### config.mk
export PLATFORM = sky130hd
export DESIGN_NAME = sbus_datapath
export DESIGN_NICKNAME = d
export VERILOG_FILES = /design/src/rtl/sbus_pkg.sv /design/src/rtl/sbus_regfile.sv /design/src/rtl/sbus_alu.sv /design/src/rtl/sbus_immext.sv /design/src/rtl/sbus_busmux.sv /design/src/rtl/sbus_datapath.sv
export SDC_FILE = /design/constraint.sdc
export NUM_CORES = 2
export LEC_CHECK = 0
export CORE_ASPECT_RATIO = 1.75
export CORE_MARGIN = 2
export CORE_UTILIZATION = 45
export CTS_CLUSTER_DIAMETER = 80
export DETAILED_ROUTE_END_ITERATION = 10
export PLACE_DENSITY = 0.58
export SYNTH_ARGS = -nofsm -noshare
export SYNTH_HDL_FRONTEND = slang
export SYNTH_SLANG_ARGS = --single-unit
### constraint.sdc
create_clock -name clk -period 19.75 [get_ports clk]
set_input_delay 4.9375 -clock clk [delete_from_list [all_inputs] [get_ports clk]]
set_output_delay 4.9375 -clock clk [all_outputs]
set_load 0.02 [all_outputs]
### src/rtl/sbus_pkg.sv
package sbus_pkg;

    typedef enum logic [2:0] {
        RSEL_RS   = 3'd0,
        RSEL_RT   = 3'd1,
        RSEL_RD   = 3'd2,
        RSEL_PC   = 3'd3,
        RSEL_LINK = 3'd4
    } reg_sel_e;

    typedef enum logic [1:0] {
        XSEL_SIGN     = 2'd0,
        XSEL_ZERO     = 2'd1,
        XSEL_SIGN_SH2 = 2'd2,
        XSEL_JUMP     = 2'd3
    } ext_sel_e;

    typedef enum logic [1:0] {
        AOP_ADD = 2'd0,
        AOP_SUB = 2'd1,
        AOP_AND = 2'd2,
        AOP_OR  = 2'd3
    } alu_op_e;

    typedef enum logic [1:0] {
        SRC_REG = 2'd0,
        SRC_ALU = 2'd1,
        SRC_IMM = 2'd2,
        SRC_MEM = 2'd3
    } bus_src_e;

endpackage

### src/rtl/sbus_regfile.sv
module sbus_regfile #(
    parameter int DW     = 32,
    parameter int NSLOT  = 33,
    localparam int AW    = $clog2(NSLOT)
) (
    input  logic          clk,
    input  logic          rst_n,
    input  logic          we,
    input  logic [AW-1:0] addr,
    input  logic [DW-1:0] wdata,
    output logic [DW-1:0] rdata
);

    logic [DW-1:0] slot_q [NSLOT];

    // slot 0 is a hard zero
    assign slot_q[0] = '0;

    for (genvar g = 1; g < NSLOT; g++) begin : g_slot
        always_ff @(posedge clk or negedge rst_n) begin
            if (!rst_n) begin
                slot_q[g] <= '0;
            end else if (we && (int'(addr) == g)) begin
                slot_q[g] <= wdata;
            end
        end
    end

    always_comb begin
        rdata = '0;
        for (int i = 0; i < NSLOT; i++) begin
            if (int'(addr) == i) begin
                rdata = slot_q[i];
            end
        end
    end

endmodule

### src/rtl/sbus_alu.sv
module sbus_alu
    import sbus_pkg::*;
#(
    parameter int DW = 32
) (
    input  logic [DW-1:0] opa,
    input  logic [DW-1:0] opb,
    input  logic [1:0]    op,
    output logic [DW-1:0] res
);

    alu_op_e op_e;
    assign op_e = alu_op_e'(op);

    always_comb begin
        unique case (op_e)
            AOP_ADD: res = opa + opb;
            AOP_SUB: res = opa - opb;
            AOP_AND: res = opa & opb;
            AOP_OR:  res = opa | opb;
            default: res = '0;
        endcase
    end

endmodule

### src/rtl/sbus_immext.sv
module sbus_immext
    import sbus_pkg::*;
#(
    parameter int DW    = 32,
    parameter int IMM_W = 16,
    parameter int JMP_W = 26,
    localparam int TOP_W = DW - JMP_W - 2
) (
    input  logic [DW-1:0] ir,
    input  logic [DW-1:0] opa,
    input  logic [DW-1:0] opb,
    input  logic [1:0]    sel,
    output logic [DW-1:0] res
);

    logic [IMM_W-1:0] imm;
    ext_sel_e         sel_e;

    assign imm   = ir[IMM_W-1:0];
    assign sel_e = ext_sel_e'(sel);

    always_comb begin
        unique case (sel_e)
            XSEL_SIGN:     res = {{(DW-IMM_W){imm[IMM_W-1]}}, imm};
            XSEL_ZERO:     res = {{(DW-IMM_W){1'b0}}, imm};
            XSEL_SIGN_SH2: res = {{(DW-IMM_W-2){imm[IMM_W-1]}}, imm, 2'b00};
            XSEL_JUMP:     res = {opa[DW-1 -: TOP_W], opb[JMP_W-1:0], 2'b00};
            default:       res = '0;
        endcase
    end

endmodule

### src/rtl/sbus_busmux.sv
module sbus_busmux #(
    parameter int DW   = 32,
    parameter int NSRC = 4
) (
    input  logic [NSRC-1:0]         en,
    input  logic [NSRC-1:0][DW-1:0] src,
    output logic [DW-1:0]           bus
);

    logic [NSRC-1:0][DW-1:0] gated;

    for (genvar g = 0; g < NSRC; g++) begin : g_gate
        assign gated[g] = src[g] & {DW{en[g]}};
    end

    always_comb begin
        bus = '0;
        for (int i = 0; i < NSRC; i++) begin
            bus = bus | gated[i];
        end
    end

endmodule

### src/rtl/sbus_datapath.sv
module sbus_datapath
    import sbus_pkg::*;
#(
    parameter int DW     = 32,
    parameter int NSLOT  = 33,
    parameter int FLD_W  = 5,
    parameter int OP_W   = 6,
    parameter int IMM_W  = 16,
    parameter int JMP_W  = 26,
    localparam int AW    = $clog2(NSLOT),
    localparam int NSRC  = 4,
    localparam int RS_LO = DW - OP_W - FLD_W,
    localparam int RT_LO = RS_LO - FLD_W,
    localparam int RD_LO = RT_LO - FLD_W
) (
    input  logic          clk,
    input  logic          rst_n,
    input  logic          drv_reg,
    input  logic          drv_alu,
    input  logic          drv_imm,
    input  logic          drv_mem,
    input  logic          ld_ir,
    input  logic          ld_a,
    input  logic          ld_b,
    input  logic          ld_ma,
    input  logic          reg_wr,
    input  logic          mem_wr,
    input  logic [2:0]    reg_sel,
    input  logic [1:0]    ext_sel,
    input  logic [1:0]    alu_op,
    input  logic [DW-1:0] mem_rdata,
    output logic [DW-1:0] bus_data,
    output logic [DW-1:0] mem_addr,
    output logic          mem_en,
    output logic          mem_we,
    output logic [OP_W-1:0] opcode,
    output logic          a_zero
);

    logic [DW-1:0] ir_q, a_q, b_q, ma_q;
    logic [DW-1:0] rf_rdata, alu_res, imm_res;
    logic [AW-1:0] rf_addr;
    logic [NSRC-1:0] src_en;
    logic [NSRC-1:0][DW-1:0] src_val;
    reg_sel_e sel_e;

    // register slot address selection
    assign sel_e = reg_sel_e'(reg_sel);
    always_comb begin
        unique case (sel_e)
            RSEL_RS:   rf_addr = AW'(ir_q[RS_LO +: FLD_W]);
            RSEL_RT:   rf_addr = AW'(ir_q[RT_LO +: FLD_W]);
            RSEL_RD:   rf_addr = AW'(ir_q[RD_LO +: FLD_W]);
            RSEL_PC:   rf_addr = AW'(NSLOT - 1);
            RSEL_LINK: rf_addr = AW'(NSLOT - 2);
            default:   rf_addr = '0;
        endcase
    end

    sbus_regfile #(.DW(DW), .NSLOT(NSLOT)) u_rf (
        .clk   (clk),
        .rst_n (rst_n),
        .we    (reg_wr),
        .addr  (rf_addr),
        .wdata (bus_data),
        .rdata (rf_rdata)
    );

    sbus_alu #(.DW(DW)) u_alu (
        .opa (a_q),
        .opb (b_q),
        .op  (alu_op),
        .res (alu_res)
    );

    sbus_immext #(.DW(DW), .IMM_W(IMM_W), .JMP_W(JMP_W)) u_imm (
        .ir  (ir_q),
        .opa (a_q),
        .opb (b_q),
        .sel (ext_sel),
        .res (imm_res)
    );

    // source table indexed by bus_src_e
    always_comb begin
        src_en                = '0;
        src_en[int'(SRC_REG)] = drv_reg;
        src_en[int'(SRC_ALU)] = drv_alu;
        src_en[int'(SRC_IMM)] = drv_imm;
        src_en[int'(SRC_MEM)] = drv_mem;
        src_val                = '0;
        src_val[int'(SRC_REG)] = rf_rdata;
        src_val[int'(SRC_ALU)] = alu_res;
        src_val[int'(SRC_IMM)] = imm_res;
        src_val[int'(SRC_MEM)] = mem_rdata;
    end

    sbus_busmux #(.DW(DW), .NSRC(NSRC)) u_bus (
        .en  (src_en),
        .src (src_val),
        .bus (bus_data)
    );

    // bus-loaded latches
    always_ff @(posedge clk or negedge rst_n) begin
        if (!rst_n) begin
            ir_q <= '0;
            a_q  <= '0;
            b_q  <= '0;
            ma_q <= '0;
        end else begin
            if (ld_ir) ir_q <= bus_data;
            if (ld_a)  a_q  <= bus_data;
            if (ld_b)  b_q  <= bus_data;
            if (ld_ma) ma_q <= bus_data;
        end
    end

    always_comb begin
        opcode   = ir_q[DW-1 -: OP_W];
        a_zero   = (a_q == '0);
        mem_addr = ma_q;
        mem_en   = drv_mem | mem_wr;
        mem_we   = mem_wr;
    end

endmodule

* After elaboration in Yosys (flattened, before gate mapping)
Index checks and enable logic that the tools add are counted.
** Cells by class
- Equal/unequal tests :: 42
- Mux-type cells :: 35
- Reduce and logical (&&, ||, !) cells :: 36
- Bitwise gates (word level) :: 10
- Add/sub/neg operators :: 2
** Operators by type and width (number)
- $mux W32 :: 32
- $pmux W32 S4 :: 2
- $and A32 B32 Y32 :: 5
- $or A32 B32 Y32 :: 4
- $eq A6 B6 Y1 const B :: 17
- $eq A6 B5 Y1 const B :: 8
- $add A32 B32 Y32 :: 1
- $logic_and A1 B1 Y1 :: 32
- $logic_not A32 Y1 :: 1
- $sub A32 B32 Y32 :: 1
- $pmux W6 S5 :: 1
- $eq A6 B4 Y1 const B :: 4
- $eq A6 B3 Y1 const B :: 2
- $eq A2 B2 Y1 const B :: 4
- $eq A3 B2 Y1 const B :: 2
- $eq A6 B2 Y1 const B :: 1
- $eq A2 B1 Y1 const B :: 2
- $logic_not A2 Y1 :: 2
- $eq A3 B1 Y1 const B :: 1
- $eq A3 B3 Y1 const B :: 1
- $logic_not A3 Y1 :: 1
- $or A1 B1 Y1 :: 1
** Storage, ports and cells
- Output and inout port bits :: 73
- Bits of input ports :: 51
- Register bits after elaboration :: 1152
- Word-level logic and storage cells :: 161

* Logic depth before layout (Yosys ltp)
- Depth in word-level cells :: 39
- Gate-level depth with buffers :: 21
- Gate-level depth less buffers :: 18

* Cells and area by module
A second synthesis with hierarchy kept.
** Unflattened totals
- Cells, all modules :: 4731
- Area total of the unflattened synthesis :: 57157.3 um^2
** By module, submodules not included
- sbus_regfile :: cells an instance 3795, sequential area each 25624.6 um^2, times used 1, area an instance 47310.4 um^2
- sbus_datapath :: cells an instance 312, sequential area each 3203.1 um^2, times used 1, area an instance 5625.4 um^2
- sbus_alu :: cells an instance 444, sequential area each 0.0 um^2, times used 1, area an instance 3015.4 um^2
- sbus_busmux :: cells an instance 108, sequential area each 0.0 um^2, times used 1, area an instance 705.7 um^2
- sbus_immext :: cells an instance 72, sequential area each 0.0 um^2, times used 1, area an instance 500.5 um^2

* Worst setup path after synthesis
OpenSTA, ideal clock, no wires.
- Path kind :: input-to-output
- Start point :: input port alu_op[0]
- End point :: output port bus_data[30]
- Arrival :: 9659 ps
- Stages :: 20
- Required time :: 14812 ps
- Path slack :: 5153 ps
- Buffers on the path :: 6
- Cells stage by stage :: clkbuf_1 > buf_1 > buf_1 > buf_1 > nor2b_1 > clkbuf_1 > nor2_1 > xnor2_1 > ha_1 > a211oi_1 > o21ai_0 > a211oi_1 > o31ai_1 > or3_1 > a41oi_1 > mux2_2 > nand2_1 > o31ai_2 > clkbuf_1 > inv_1
** Between the ends
- Cells in the longest elaborated chain, start to end :: 6
- Elaborated cells between the ends (all ways) :: 9
- Those cells by class :: eq/ne: 3; mux: 1; bitwise: 4; reduce/logical: 1
** Ends and longest elaborated chain
- start: declaration :: RTL line sbus_datapath.sv:30 : input logic [1:0] alu_op,
- $eq A2 B2 Y1, or another cell as far along :: RTL line sbus_alu.sv:16 : unique case (op_e)
- $pmux W32 S4 * :: RTL line sbus_alu.sv:16
- $and A32 B32 Y32 * :: RTL line sbus_busmux.sv:13 : assign gated[g] = src[g] & {DW{en[g]}};
- $or A32 B32 Y32 * (3 in series) :: RTL line sbus_busmux.sv:19 : bus = bus | gated[i];
- end: declaration :: RTL line sbus_datapath.sv:32 : output logic [DW-1:0] bus_data,
Every way passes the cells marked *; elsewhere a longest branch is shown, timed or not.

* Final worst setup path
Same ends and word-level chain as after synthesis.

==> out/metrics.csv <==
stage,metric,value,unit
outcome,status,finished with violations,
outcome,failing checks,"max-capacitance violations, max-slew violations",
synthesis,sequential area share after synthesis,53.48,%
detailed_routing,Routed Antenna Nets,0,
final_layout,area grow syn2layout,12.11,%
global_route,Total Routing Usage GR,38.93,%
power,Pwr Total,8874,uW
synthesis,Synth top cells by count,"dfrtp_1 (1152), nand2_1 (815), o21ai_0 (691)",
synthesis,ys async rst share,100.0,%
timing,final period utilization,83.83,%
critical_path,critical path class,in2out,
global_route,initial antenna violation count,8,
clocking,post-cts resize count,0,
critical_path,crit path cell chain,clkdlybuf4s50_1 -> nor2b_2 -> nor2_1 -> xnor2_1 -> ha_1 -> a211oi_1 -> o21ai_0 -> a211oi_1 -> o31ai_1 -> buf_4 -> or3_1 -> a41oi_1 -> mux2_2 -> nand2_1 -> o31ai_4 -> inv_1 -> clkdlybuf4s50_1,
clocking,Clock Path Buffers,3,
critical_path,max incr delay on CP,0.90,ns
timing,fin. max-slew vios,1,
floorplan,die area,122700,um^2
floorplan,core area,119400,um^2
hold_path,hold depth,2,
floorplan,Die Span X,265.6,um
clocking,CTS tree,built,
clocking,Clock transition at path regs,0.06,ns
final_layout,area of the multi-input gates,22950,um^2
synthesis,ys flop type,dfrtp_1,
clocking,CTS H-Tree Depth,3,
detailed_routing,DRC,0,
final_layout,nets,5816,
global_route,largest net degree at the start of global routing,163,
critical_path,Worst EP required,14.81,ns
clocking,Num CTS Buffers,108,
final_layout,number of fillers in the final layout,11260,
detailed_routing,via count,47440,
critical_path,slowest cell on the critical path,nor2b_2,
timing,Slew @ Worst Pin,1.496,ns
clocking,Root Driver,clkbuf_16,
synthesis,syn_nets,5908,
power,LEAKAGE,0.02638,uW
power,Pwr Density,146.8,nW/um^2
timing,clk_skew,0.03542,ns
floorplan,die height,461.9,um
final_layout,register area,28830,um^2
placed_design,dpl cells,7150,
synthesis,#FFs+latches synth,1152,
floorplan,number of top-level pins,124,
final_layout,non-filler cells in the finished layout,7353,
synthesis,Mean Syn Cell Area,9.259,um^2
global_route,global-route wire length before repair,340400,um
synthesis,area fraction of the dominant cell type after synthesis,53.48,%
timing,RSZ-0062 raised after global routing,no,
timing,relative slew slack,-0.2304,%
global_route,vias in the first global route,45570,
placed_design,GP Congestion,1.069,
timing,"Hold Vio Cnt, Final",0,
hold_path,Hold Path Class,reg2reg,
critical_path,reg2reg path depth,18,
synthesis,Mapped Area,53900,um^2
timing,Tmin final,16.56,ns
final_layout,final instance area,60430,um^2
power,VDD IR max,0.00007201,V
final_layout,Final Core Density,50.62,%
timing,Final setup viols,0,
placed_design,Post-DP HPWL,163600,um
synthesis,Post-synth EDFFs,0,
clocking,clock latency on the worst-skew pair,0.77,ns
critical_path,Worst Setup End Kind,output pin,
flow_run,Max Cap Viol,2,
synthesis,Area contributors post-synth,"dfrtp_1 (53%), o21ai_0 (6.4%), nand2_1 (5.7%), a21oi_1 (5.2%), nor2_1 (4.3%)",
clocking,Clock Sinks,1152,
clocking,Post-CTS Hold Fix Bufs,0,
timing,Peak Freq,60.40,MHz
synthesis,Synth cell types,100,
synthesis,leading area contributor after synthesis,dfrtp_1,
final_layout,proportion of layout cells with a drive suffix above 1,10.02,%
detailed_routing,initial DRC count,5554,
critical_path,Worst Setup Start Kind,primary input,
synthesis,dominant cell by count in the synthesized netlist,dfrtp_1,
critical_path,WP data arrival,11.62,ns
floorplan,effective utilization at floorplan,45.15,%
detailed_routing,drt wl/cell,32.55,um
placed_design,DP Area,56720,um^2
synthesis,Yosys Warn Count,0,
placed_design,IO Port Bufs,123,
detailed_routing,TritonRoute pass-1 iters,6,
timing,setup_tns,0,ns
synthesis,Syn Inst Count,5822,
global_route,total congestion overflow,0,
floorplan,num rows,168,
detailed_routing,final WL,239400,um
detailed_routing,via density per instance,6.452,
clocking,setup bufs post-CTS,0,
critical_path,Crit Path Max Fanout,12,
==> path summary, 6_finish.rpt <==
kind / startpoint / end / slack, ns
hold / removal: u_rf.slot_q[781]$_DFFE_PN0P_ / u_rf.slot_q[781]$_DFFE_PN0P_ / 0.47
min in group asynchronous: rst_n / u_rf.slot_q[652]$_DFFE_PN0P_ / 4.22
hold reg to reg: u_rf.slot_q[781]$_DFFE_PN0P_ / u_rf.slot_q[781]$_DFFE_PN0P_ / 0.47
max in group asynchronous: rst_n / u_rf.slot_q[244]$_DFFE_PN0P_ / 12.21
setup / recovery: alu_op[0] / bus_data[30] / 3.19
setup reg to reg: b_q[0]$_DFFE_PN0P_ / u_rf.slot_q[637]$_DFFE_PN0P_ / 12.21
==> state kept, by name (all words and copies together) (netlist names) <==
name         flops
b_q             32
a_q             32
mem_addr        32
u_rf.slot_q   1024
ir_q            32
==> per-layer routing <==
metal	up-vias	routed length, um	track usage, %
li1	20510	-	-
met4	8	23640	31.31
met1	23650	86050	45.46
met2	2431	112900	63.59
met5	-	57	0
met3	841	16720	6.334
==> layout make-up <==
cell class                      count  share of cell area (%)
Sequential cell                  1152                   47.70
Tap cell                         1530                   3.168
Antenna cell                        3                 0.01242
Clock inverter                     48                   1.056
Inverter                           73                  0.4534
Clock buffer                      152                   5.081
Timing Repair Buffer              325                   4.555
Multi-Input combinational cell   4070                   37.97
==> report_power, final <==
part,switching (uW),total [uW],internal (uW)
Combinational,1850,2780,929
Clock,982,2240,1260
Sequential,630,3850,3220
Total,3460,8870,5410
==> cell families after synthesis <==
logic type / Yosys count / synth area share (%)
buf+inv: 600 / 4.675
flops: 1152 / 53.48
compound gates: 1961 / 22.36
fa+ha+maj: 54 / 1.179
mux: 111 / 2.247
xor+xnor: 53 / 0.8612
simple gates: 1891 / 15.20
==> critical path, delay by kind of cell <==
family,cells,cell delay (ns)
AOI/OAI and AO/OA,6,2.59
xor gates and xnor gates,1,0.17
adders and majority gates,1,0.36
buffers and inverters,4,1.76
muxes,1,0.31
and+or+nand+nor,4,1.48
==> layout by cell type (no fill, tap or decap), types with 25 or more instances in the layout <==
master              n
a21oi_1           556
a221oi_1           61
a222oi_1           33
a22o_1             31
a22oi_1           192
a31oi_1            25
and2_1             25
and3_1             46
buf_4             200
clkbuf_1           26
clkbuf_16         110
clkdlybuf4s50_1   116
dfrtp_1          1152
ha_1               34
inv_1              71
mux2_2             80
mux2i_1            31
nand2_1           805
nand3_1           104
nand4_1            58
nor2_1            604
nor3_1             79
nor4_1             28
o211ai_1           26
o21ai_0           690
o21ai_1            27
o221ai_1           28
o22ai_1            26
o31ai_1            37
xnor2_1            26
xor2_1             27
==> stage by stage <==
stage	setup slack [ns]	hold slack [ns]
after CTS	3.467	0.4759
after detailed placement	3.479	0.4620
final	3.195	0.4719
after global routing	3.077	0.4888
after floorplan	5.153	0.4405
after global placement	2.812	0.4555
(Power assumes the default switching activity.)
